<file path="config.mk">
export PLATFORM = sky130hd
export DESIGN_NAME = lu_interlock
export DESIGN_NICKNAME = d
export VERILOG_FILES = /design/src/rtl/lu_pkg.sv /design/src/rtl/lu_load_tracker.sv /design/src/rtl/lu_slot_check.sv /design/src/rtl/lu_stm_exec.sv /design/src/rtl/lu_interlock.sv
export SDC_FILE = /design/constraint.sdc
export NUM_CORES = 1
export LEC_CHECK = 0
export BUFFER_PORTS_ARGS = -buffer_cell sky130_fd_sc_hd__buf_4
export CAP_MARGIN = 20
export CORE_UTILIZATION = 30
export DETAILED_ROUTE_END_ITERATION = 6
export GPL_TIMING_DRIVEN = 0
export PLACE_DENSITY_LB_ADDON = 0.15
export SYNTH_ARGS = -nofsm -noshare
export SYNTH_HDL_FRONTEND = slang
export SYNTH_SLANG_ARGS = --single-unit
</file>
<file path="constraint.sdc">
create_clock -name clk -period 1.83 [get_ports clk]
set_clock_uncertainty 0.2 [all_clocks]
set_input_delay 0.366 -clock clk [delete_from_list [all_inputs] [get_ports clk]]
set_output_delay 0.366 -clock clk [all_outputs]
set_load 0.005 [all_outputs]
</file>
<file path="src/rtl/lu_pkg.sv">
// Package lu_pkg
// Shared encodings for the load-use interlock unit.
// Assumes load sizes arrive as a two-bit code from Decode.
package lu_pkg;

    typedef enum logic [1:0] {
        LU_SZ_BYTE = 2'b00,
        LU_SZ_HALF = 2'b01,
        LU_SZ_WORD = 2'b10
    } lu_size_e;

    // Anything except a full word needs the alignment/extension step.
    function automatic logic lu_is_narrow(input logic [1:0] size);
        return size != LU_SZ_WORD;
    endfunction

    // Largest of four gap values, used to size the load tracker.
    function automatic int lu_max4(input int a, input int b, input int c, input int d);
        int m;
        m = a;
        if (b > m) m = b;
        if (c > m) m = c;
        if (d > m) m = d;
        return m;
    endfunction

endpackage

</file>
<file path="src/rtl/lu_load_tracker.sv">
// Module lu_load_tracker
// Age-indexed record of loads that have left Decode. Slot k holds the load
// that entered Execute k cycles ago. Loads never stall once past Decode, so
// every slot shifts by one position each cycle.
// Assumes push_i is high only in a cycle where a load leaves Decode.
module lu_load_tracker #(
    parameter int REG_W = 4,
    parameter int DEPTH = 2
) (
    input  logic                         clk,
    input  logic                         rst_n,
    input  logic                         push_i,
    input  logic [REG_W-1:0]             rd_i,
    input  logic                         narrow_i,
    output logic [DEPTH-1:0]             vld_o,
    output logic [DEPTH-1:0][REG_W-1:0]  rd_o,
    output logic [DEPTH-1:0]             nar_o
);

    logic [DEPTH-1:0]            vld_q;
    logic [DEPTH-1:0][REG_W-1:0] rd_q;
    logic [DEPTH-1:0]            nar_q;

    // Age every tracked load by one slot and enter the new one at age zero.
    always_ff @(posedge clk) begin
        if (!rst_n) begin
            vld_q <= '0;
            rd_q  <= '0;
            nar_q <= '0;
        end else begin
            for (int i = DEPTH - 1; i > 0; i--) begin
                vld_q[i] <= vld_q[i-1];
                rd_q[i]  <= rd_q[i-1];
                nar_q[i] <= nar_q[i-1];
            end
            vld_q[0] <= push_i;
            rd_q[0]  <= rd_i;
            nar_q[0] <= narrow_i;
        end
    end

    assign vld_o = vld_q;
    assign rd_o  = rd_q;
    assign nar_o = nar_q;

endmodule

</file>
<file path="src/rtl/lu_slot_check.sv">
// Module lu_slot_check
// Hazard test for one tracker slot of fixed age AGE. It decides whether the
// Decode descriptor or the store-multiple in Execute must wait for this load.
// Assumes each gap is counted in cycles after the load enters Execute.
module lu_slot_check #(
    parameter int REG_W         = 4,
    parameter int AGE           = 0,
    parameter int WORD_AB_GAP   = 1,
    parameter int NARROW_AB_GAP = 2,
    parameter int C_PORT_GAP    = 1,
    parameter int STM_EX_GAP    = 2
) (
    input  logic             slot_vld_i,
    input  logic [REG_W-1:0] slot_rd_i,
    input  logic             slot_nar_i,
    input  logic             dec_valid_i,
    input  logic [REG_W-1:0] ra_i,
    input  logic             ra_use_i,
    input  logic [REG_W-1:0] rb_i,
    input  logic             rb_use_i,
    input  logic [REG_W-1:0] rc_i,
    input  logic             rc_use_i,
    input  logic             multi_i,
    input  logic [REG_W-1:0] base_i,
    input  logic             stm_vld_i,
    input  logic [REG_W-1:0] stm_first_i,
    output logic             dec_hit_o,
    output logic             ex_hit_o
);

    localparam bit WORD_BLK   = (AGE < WORD_AB_GAP);
    localparam bit NARROW_BLK = (AGE < NARROW_AB_GAP);
    localparam bit C_BLK      = (AGE < C_PORT_GAP);
    localparam bit EX_BLK     = (AGE < STM_EX_GAP);

    logic ab_blk;
    logic hit_a, hit_b, hit_c, hit_base;

    // Decide which port classes this slot still blocks and match them.
    always_comb begin
        ab_blk    = slot_nar_i ? NARROW_BLK : WORD_BLK;
        hit_a     = ra_use_i && (ra_i == slot_rd_i) && ab_blk;
        hit_b     = rb_use_i && (rb_i == slot_rd_i) && ab_blk;
        hit_c     = rc_use_i && (rc_i == slot_rd_i) && C_BLK;
        hit_base  = multi_i  && (base_i == slot_rd_i) && ab_blk;
        dec_hit_o = slot_vld_i && dec_valid_i && (hit_a || hit_b || hit_c || hit_base);
        ex_hit_o  = slot_vld_i && stm_vld_i && (stm_first_i == slot_rd_i) && EX_BLK;
    end

endmodule

</file>
<file path="src/rtl/lu_stm_exec.sv">
// Module lu_stm_exec
// Remembers a store-multiple in Execute and its first stored register, so
// that the C-port read of that register in Execute can be interlocked.
// Assumes take_i and keep_i are never high in the same cycle.
module lu_stm_exec #(
    parameter int REG_W = 4
) (
    input  logic             clk,
    input  logic             rst_n,
    input  logic             take_i,
    input  logic [REG_W-1:0] first_i,
    input  logic             keep_i,
    input  logic             flush_i,
    output logic             vld_o,
    output logic [REG_W-1:0] first_o
);

    logic             vld_q;
    logic [REG_W-1:0] first_q;

    // Load, keep or drop the Execute-stage store-multiple record.
    always_ff @(posedge clk) begin
        if (!rst_n) begin
            vld_q   <= 1'b0;
            first_q <= '0;
        end else if (flush_i) begin
            vld_q   <= 1'b0;
        end else if (take_i) begin
            vld_q   <= 1'b1;
            first_q <= first_i;
        end else if (!keep_i) begin
            vld_q   <= 1'b0;
        end
    end

    assign vld_o   = vld_q;
    assign first_o = first_q;

endmodule

</file>
<file path="src/rtl/lu_interlock.sv">
// Module lu_interlock
// Load-use interlock for a five-stage in-order pipeline. It compares the
// Decode descriptor with loads still in Execute/Memory and produces Decode
// and Execute stalls plus the matching bubble requests.
// Assumes the stalled stage and everything before it hold their registers,
// and that ex_hold_i already holds Decode when high.
module lu_interlock #(
    parameter int REG_W         = 4,
    parameter int WORD_AB_GAP   = 1,
    parameter int NARROW_AB_GAP = 2,
    parameter int C_PORT_GAP    = 1,
    parameter int STM_EX_GAP    = 2
) (
    input  logic             clk,
    input  logic             rst_n,
    input  logic             dec_valid_i,
    input  logic [REG_W-1:0] dec_ra_i,
    input  logic             dec_ra_use_i,
    input  logic [REG_W-1:0] dec_rb_i,
    input  logic             dec_rb_use_i,
    input  logic [REG_W-1:0] dec_rc_i,
    input  logic             dec_rc_use_i,
    input  logic             dec_is_load_i,
    input  logic [1:0]       dec_ld_size_i,
    input  logic [REG_W-1:0] dec_ld_dst_i,
    input  logic             dec_is_multi_i,
    input  logic             dec_is_stm_i,
    input  logic [REG_W-1:0] dec_base_i,
    input  logic [REG_W-1:0] dec_first_i,
    input  logic             ex_hold_i,
    input  logic             flush_i,
    output logic             stall_dec_o,
    output logic             stall_ex_o,
    output logic             bubble_ex_o,
    output logic             bubble_mem_o
);

    import lu_pkg::*;

    localparam int DEPTH = lu_max4(WORD_AB_GAP, NARROW_AB_GAP, C_PORT_GAP, STM_EX_GAP);

    logic [DEPTH-1:0]            slot_vld;
    logic [DEPTH-1:0][REG_W-1:0] slot_rd;
    logic [DEPTH-1:0]            slot_nar;
    logic [DEPTH-1:0]            slot_dec_hit;
    logic [DEPTH-1:0]            slot_ex_hit;
    logic                        stm_vld;
    logic [REG_W-1:0]            stm_first;
    logic                        advance;
    logic                        push_load;
    logic                        take_stm;

    lu_load_tracker #(
        .REG_W (REG_W),
        .DEPTH (DEPTH)
    ) u_tracker (
        .clk      (clk),
        .rst_n    (rst_n),
        .push_i   (push_load),
        .rd_i     (dec_ld_dst_i),
        .narrow_i (lu_is_narrow(dec_ld_size_i)),
        .vld_o    (slot_vld),
        .rd_o     (slot_rd),
        .nar_o    (slot_nar)
    );

    // One comparator per tracked age.
    for (genvar s = 0; s < DEPTH; s++) begin : g_slot
        lu_slot_check #(
            .REG_W         (REG_W),
            .AGE           (s),
            .WORD_AB_GAP   (WORD_AB_GAP),
            .NARROW_AB_GAP (NARROW_AB_GAP),
            .C_PORT_GAP    (C_PORT_GAP),
            .STM_EX_GAP    (STM_EX_GAP)
        ) u_chk (
            .slot_vld_i  (slot_vld[s]),
            .slot_rd_i   (slot_rd[s]),
            .slot_nar_i  (slot_nar[s]),
            .dec_valid_i (dec_valid_i),
            .ra_i        (dec_ra_i),
            .ra_use_i    (dec_ra_use_i),
            .rb_i        (dec_rb_i),
            .rb_use_i    (dec_rb_use_i),
            .rc_i        (dec_rc_i),
            .rc_use_i    (dec_rc_use_i),
            .multi_i     (dec_is_multi_i),
            .base_i      (dec_base_i),
            .stm_vld_i   (stm_vld),
            .stm_first_i (stm_first),
            .dec_hit_o   (slot_dec_hit[s]),
            .ex_hit_o    (slot_ex_hit[s])
        );
    end

    lu_stm_exec #(
        .REG_W (REG_W)
    ) u_stm (
        .clk     (clk),
        .rst_n   (rst_n),
        .take_i  (take_stm),
        .first_i (dec_first_i),
        .keep_i  (stall_ex_o || ex_hold_i),
        .flush_i (flush_i),
        .vld_o   (stm_vld),
        .first_o (stm_first)
    );

    // Combine slot hits into stalls, bubbles and the Decode advance strobe.
    always_comb begin
        stall_ex_o   = (|slot_ex_hit) && !flush_i;
        stall_dec_o  = (((|slot_dec_hit) && !ex_hold_i) || stall_ex_o) && !flush_i;
        bubble_ex_o  = stall_dec_o && !stall_ex_o;
        bubble_mem_o = stall_ex_o;
        advance      = dec_valid_i && !stall_dec_o && !ex_hold_i && !flush_i;
        push_load    = advance && dec_is_load_i;
        take_stm     = advance && dec_is_multi_i && dec_is_stm_i;
    end


    flush_quiet_chk: assert property (@(posedge clk) disable iff (!rst_n)
        flush_i |-> !stall_dec_o && !stall_ex_o && !bubble_ex_o && !bubble_mem_o);


    hold_no_dec_stall_chk: assert property (@(posedge clk) disable iff (!rst_n)
        ex_hold_i && !stall_ex_o |-> !stall_dec_o && !bubble_ex_o);


    dec_stall_max_two_chk: assert property (@(posedge clk) disable iff (!rst_n)
        $past(rst_n) && $past(stall_dec_o) && stall_dec_o |=> !stall_dec_o);


    ex_stall_single_chk: assert property (@(posedge clk) disable iff (!rst_n)
        stall_ex_o |=> !stall_ex_o);


    bubble_exclusive_chk: assert property (@(posedge clk) disable iff (!rst_n)
        !(bubble_ex_o && bubble_mem_o));

endmodule

</file>
* Word level (Yosys, flattened, before mapping)
Index checks and enable logic that the tools add are counted.
Widths: inputs -> output; s select.
** Storage, ports and cells
- Bits in registers :: 17
- Bits in latches :: 0
- Memory bits (writable) :: 0
- ROM bits :: 0
- Input port bits :: 37
- Logic and storage cells :: 65
- Memories :: 0
** Operators by class
- Add/sub/neg operators :: 0
- $mul :: 0
- Div/mod/pow operators :: 0
- Order comparisons :: 0
- Eq/ne operators :: 11
- Shifts and indexed selects :: 0
- Multiplexer cells :: 3
- Bitwise operators :: 2
- Reductions and logical operators :: 43
** Operators with widths (number)
- $eq 4x4->1 :: 9
- $logic_and 1x1->1 :: 28
- $logic_or 1x1->1 :: 7
- $reduce_or 2->1 :: 3
- $logic_not 1->1 :: 4
- $ne 2x2->1 const B :: 2
- $mux 1 :: 3
- $not 1->1 :: 2
- $reduce_and 2->1 :: 1

* Depth between registers and ports, before layout
- Word-level depth :: 17
- Mapped depth :: 8
- Depth with buffers taken out :: 7

* Hierarchy
From an unflattened synthesis, not the netlist that was laid out.
** Unflattened totals
- Cell total of the unflattened synthesis :: 125
- Area, all modules :: 1106.1 um2
** By module, submodules not included
- lu_load_tracker :: times used 1, cells each 25, area an instance 336.6 um2
- lu_slot_check at g_slot[0].u_chk :: times used 1, cells each 39, area an instance 287.8 um2
- lu_stm_exec :: times used 1, cells each 22, area an instance 198.9 um2
- lu_slot_check at g_slot[1].u_chk :: times used 1, cells each 26, area an instance 195.2 um2
- lu_interlock :: times used 1, cells each 13, area an instance 87.6 um2

* Worst setup path before layout
OpenSTA, ideal clock, no wires.
- Path kind :: register to output
- Start :: reg u_tracker.rd_q, in the netlist u_tracker.rd_o[3]
- End :: out stall_dec_o
- Arrival time :: 1.542 ns
- Required time :: 1.264 ns
- Path slack :: -0.278 ns
- Stages on the path, launching flop included :: 8
- Path through :: dfxtp_1 -> buf_2 -> xor2_1 -> nor4_1 -> a31oi_1 -> a31oi_1 -> nor3_1 -> o31ai_1
** Between the ends
- Longest elaborated chain between the ends :: 10
** RTL lines
- start, declared :: line lu_load_tracker.sv:21 : logic [DEPTH-1:0][REG_W-1:0] rd_q;
- start signal, assigned by index :: line lu_load_tracker.sv:33 : rd_q[i] <= rd_q[i-1];
- $eq 4x4->1 (on tied branches) :: line lu_slot_check.sv:42, lu_slot_check.sv:43
- $logic_and 1x1->1 (on tied branches) :: line lu_slot_check.sv:42, lu_slot_check.sv:43
- $logic_or 1x1->1 (3 in a row) :: line lu_slot_check.sv:46 : dec_hit_o = slot_vld_i && dec_valid_i && (hit_a || hit_b || hit_c || hit_base);
- $logic_and 1x1->1 :: line lu_slot_check.sv:46
- $reduce_or 2->1 :: line lu_interlock.sv:112 : stall_dec_o = (((|slot_dec_hit) && !ex_hold_i) || stall_ex_o) && !flush_i;
- $logic_and 1x1->1 :: line lu_interlock.sv:112
- $logic_or 1x1->1 * :: line lu_interlock.sv:112
- $logic_and 1x1->1 * :: line lu_interlock.sv:112
- end, declared :: line lu_interlock.sv:32 : output logic stall_dec_o,
Mark *: on every way between the ends. The rest lies on a longest branch, timed or not.

* Final worst setup path
- Start :: reg u_tracker.rd_q, in the netlist u_tracker.rd_o[0]
- End :: out stall_dec_o
Same word-level chain as after synthesis.

==> results_dict.tcl <==
set metrics [dict create \
    root_buffer "clkbuf_4" \
    ir_worst_vdd_mv 0.326 \
    finalCritPeriodShare_pct 134 \
    grt_antenna_before_repair 0 \
    start_kind "flop" \
    core_area_um2 3390 \
    power_frac_comb_pct 25.1 \
    initial_core_util_pct 31.6 \
    cts.sinks 17 \
    min_to "u_tracker.nar_o[0]" \
    maxSlewViolCount 0 \
    drc_errors 0 \
    slew_headroom_pct 73.6 \
    violations "setup timing" \
    maxCapViolCount 0 \
    synth-warning-count 0 \
    r2r-start "u_tracker.rd_o[0]" \
    fmax_ghz 0.408 \
    layout_min_cycle_time_ns 2.45 \
    p_seq_share_pct 49.6 \
    wl_mm 2.87 \
    place_ws_ns -0.585 \
    worstPathArrival_ns 1.89 \
    post-route-util_pct 49.5 \
    finalNetCount 216 \
    io_buffer_count 40 \
    drt_first_pass_iters 4 \
    die_h_um 61.8 \
    worst-r2r-cell-count 9 \
    rsz0062_at_grt "yes" \
    end_kind "output pin" \
    ys.flop_type "dfxtp_1" \
    grt_usage_pct 16.5 \
    ys_seq_area_share_pct 31.7 \
    place_hpwl_mm 2.17 \
    outcome "finished with violations" \
    finalSetupViolations 9 \
    clock_path_buffers 2 \
    holdBufCountCts 0 \
    power_mw 0.801 \
    worstPathRequired_ns 1.26 \
    cts-buffers-inserted 3 \
    htree_levels 1 \
    hold_path.class "in -> reg" \
    synthToLayoutAreaGrowth_pct 56.5 \
    cts_tree "done" \
    r2r_slack_ns -0.36 \
    synth_area_um2 1070 \
    p_int_mw 0.579 \
    pwr_density_cell_nw_per_um2 477 \
    drt-wirelength-per-cell_um 12.8 \
    ys_types 30 \
    clockPowerShare_pct 25.3 \
    grt_pass1_wl_mm 4.47 \
    clk_latency_ns 0.29 \
    hold_viol 0 \
    die-area_um2 3820 \
    synth.ff_latch_count 17 \
    synth_fp_nets 165 \
    path_class "reg -> out" \
    ant_nets 0 \
    r2r_end "u_stm.first_o[1]" \
    clk_pin_slew_ns 0.10 \
    tightest_slew_ns 0.395 \
    die_w_um 61.8 \
    grt.overflow.total 0 \
    postSynthAreaPerCell_um2 8.38 \
    p_leak_nw 0.729 \
    path_max_fanout 5 \
    drive_gt1_share_pct 46.6 \
    hold_path_depth 2 \
    rows 21 \
    synth_edf_count 0 \
    fill_cells 343 \
    setup_tns_ns -3.69 \
    fin_ws_ns -0.624 \
    grt_pass1_vias 1040 \
    drt-vias-per-instance 4.73 \
    place_congestion 0.837 \
    hp-start "dec_ld_size_i[1]" \
    num_vias 1060 \
    power.switching_mw 0.222 \
    switching_share_pct 27.7 \
    async_flop_share_pct 0 \
    first_iter_violations 30 \
    diodes 0 \
    grt_max_degree 11 \
    synthesis.instances 128 \
    io_pins 41 \
]
==> repair_timing <==
action,in CTS,in global routing
setup endpoints to repair,10,10
pin swaps,13,9
gates resized for setup,11,20
setup buffers,7,3
==> power groups by stage <==
stage	Clock, mW	Sequential (mW)	Combinational (mW)
final	0.202	0.397	0.201
after global routing	0.226	0.400	0.219
after CTS	0.210	0.395	0.191
after detailed placement	0	0.400	0.183
after global placement	0	0.400	0.177
after floorplan	0	0.398	0.0936
==> stage by stage <==
step | hold WS, ns | cells | cell area, µm²
global placement | 0.222 | 214 | 1470
CTS | 0.0419 | 223 | 1590
floorplan | 0.212 | 128 | 1110
global route | 0.0451 | 224 | 1680
finish | 0.0464 | 224 | 1680
detailed placement | 0.219 | 214 | 1470
==> cells by family (layout without fill, tap and decap cells) <==
logic type | after synthesis | count (layout) | synth area share, %
flip-flops | 17 | 17 | 31.7
buffers and inverters | 19 | 69 | 7.93
AO/OA/AOI/OAI | 17 | 17 | 12.0
AND/OR/NAND/NOR | 44 | 44 | 22.5
XOR/XNOR | 27 | 27 | 22.1
multiplexers | 4 | 4 | 3.73
==> synthesized netlist by cell type, types with 3 or more instances <==
cell	count	share of area (%)
clkbuf_2	3	1.4
nor2_1	4	1.4
o22ai_1	3	1.8
nor3_1	6	2.8
and2_1	10	5.8
xnor2_1	8	6.5
nor4_1	3	1.8
nand3_1	4	1.9
nand2_1	12	4.2
mux2i_1	4	3.7
inv_1	10	3.5
xor2_1	19	16
a222oi_1	3	2.8
dfxtp_1	17	32
==> registers in the layout, summed over array words and instances, names as in the netlist <==
signal / cells
u_stm.vld_o: 1
u_tracker.nar_o: 2
u_stm.first_o: 4
u_tracker.vld_o: 2
u_tracker.rd_o: 8
==> final cells by class <==
cell class	instances	area, µm²	share of cell area (%)
inverter	10	37.5	2.24
sequential	17	357	21.3
tap	46	57.6	3.43
timing repair buffer	50	390	23.3
clock buffer	4	26.3	1.57
buffer	5	31.3	1.86
multi-input combinational	92	778	46.4
==> cells in the final DEF, fill, tap and decap left out, drive strengths merged <==
cell type and instances:
buf 52, xor2 19, dfxtp 17, nand2 12, and2 11, inv 10
xnor2 8, clkbuf 7, nor3 6, nand3 4, mux2i 4, nor2 4
nor4 4, a222oi 3, o22ai 3, o211ai 2, a31oi 2, o31ai 2
a22oi 1, o21ai 1, and3 1, nand4 1, a21boi 1, nand4b 1
o21a 1, o211a 1
==> how the worst max path moves through the flow <==
stage,from,endpoint,slack (ns),depth (start not counted)
6_report,u_tracker.rd_o[0],stall_dec_o,-0.62,8
5_1_grt,u_tracker.rd_o[0],stall_dec_o,-0.75,7
4_1_cts,u_tracker.rd_o[0],stall_dec_o,-0.66,8
3_5_place_dp,u_tracker.rd_o[6],stall_dec_o,-0.58,7
3_3_place_gp,dec_base_i[2],stall_dec_o,-0.50,7
2_1_floorplan,u_tracker.rd_o[0],stall_dec_o,-0.19,7
==> critical path, stage by stage, from the launching register on <==
cell     delay (ns)
dfxtp_4        0.38
buf_4          0.14
xor2_1         0.15
nor3_1         0.18
nand3_1        0.14
a31oi_4        0.22
nor3_4         0.07
o31ai_2        0.18
buf_4          0.14
==> layer usage <==
layer / GRT usage, % / vias to the layer above / part of all wire, %
met4: 7.30 / 0 / 2.4
li1: - / 533 / -
met5: 0 / - / 0
met2: 31.0 / 36 / 50
met3: 2.69 / 6 / 5.7
met1: 18.1 / 485 / 42
(Power assumes the default switching activity.)
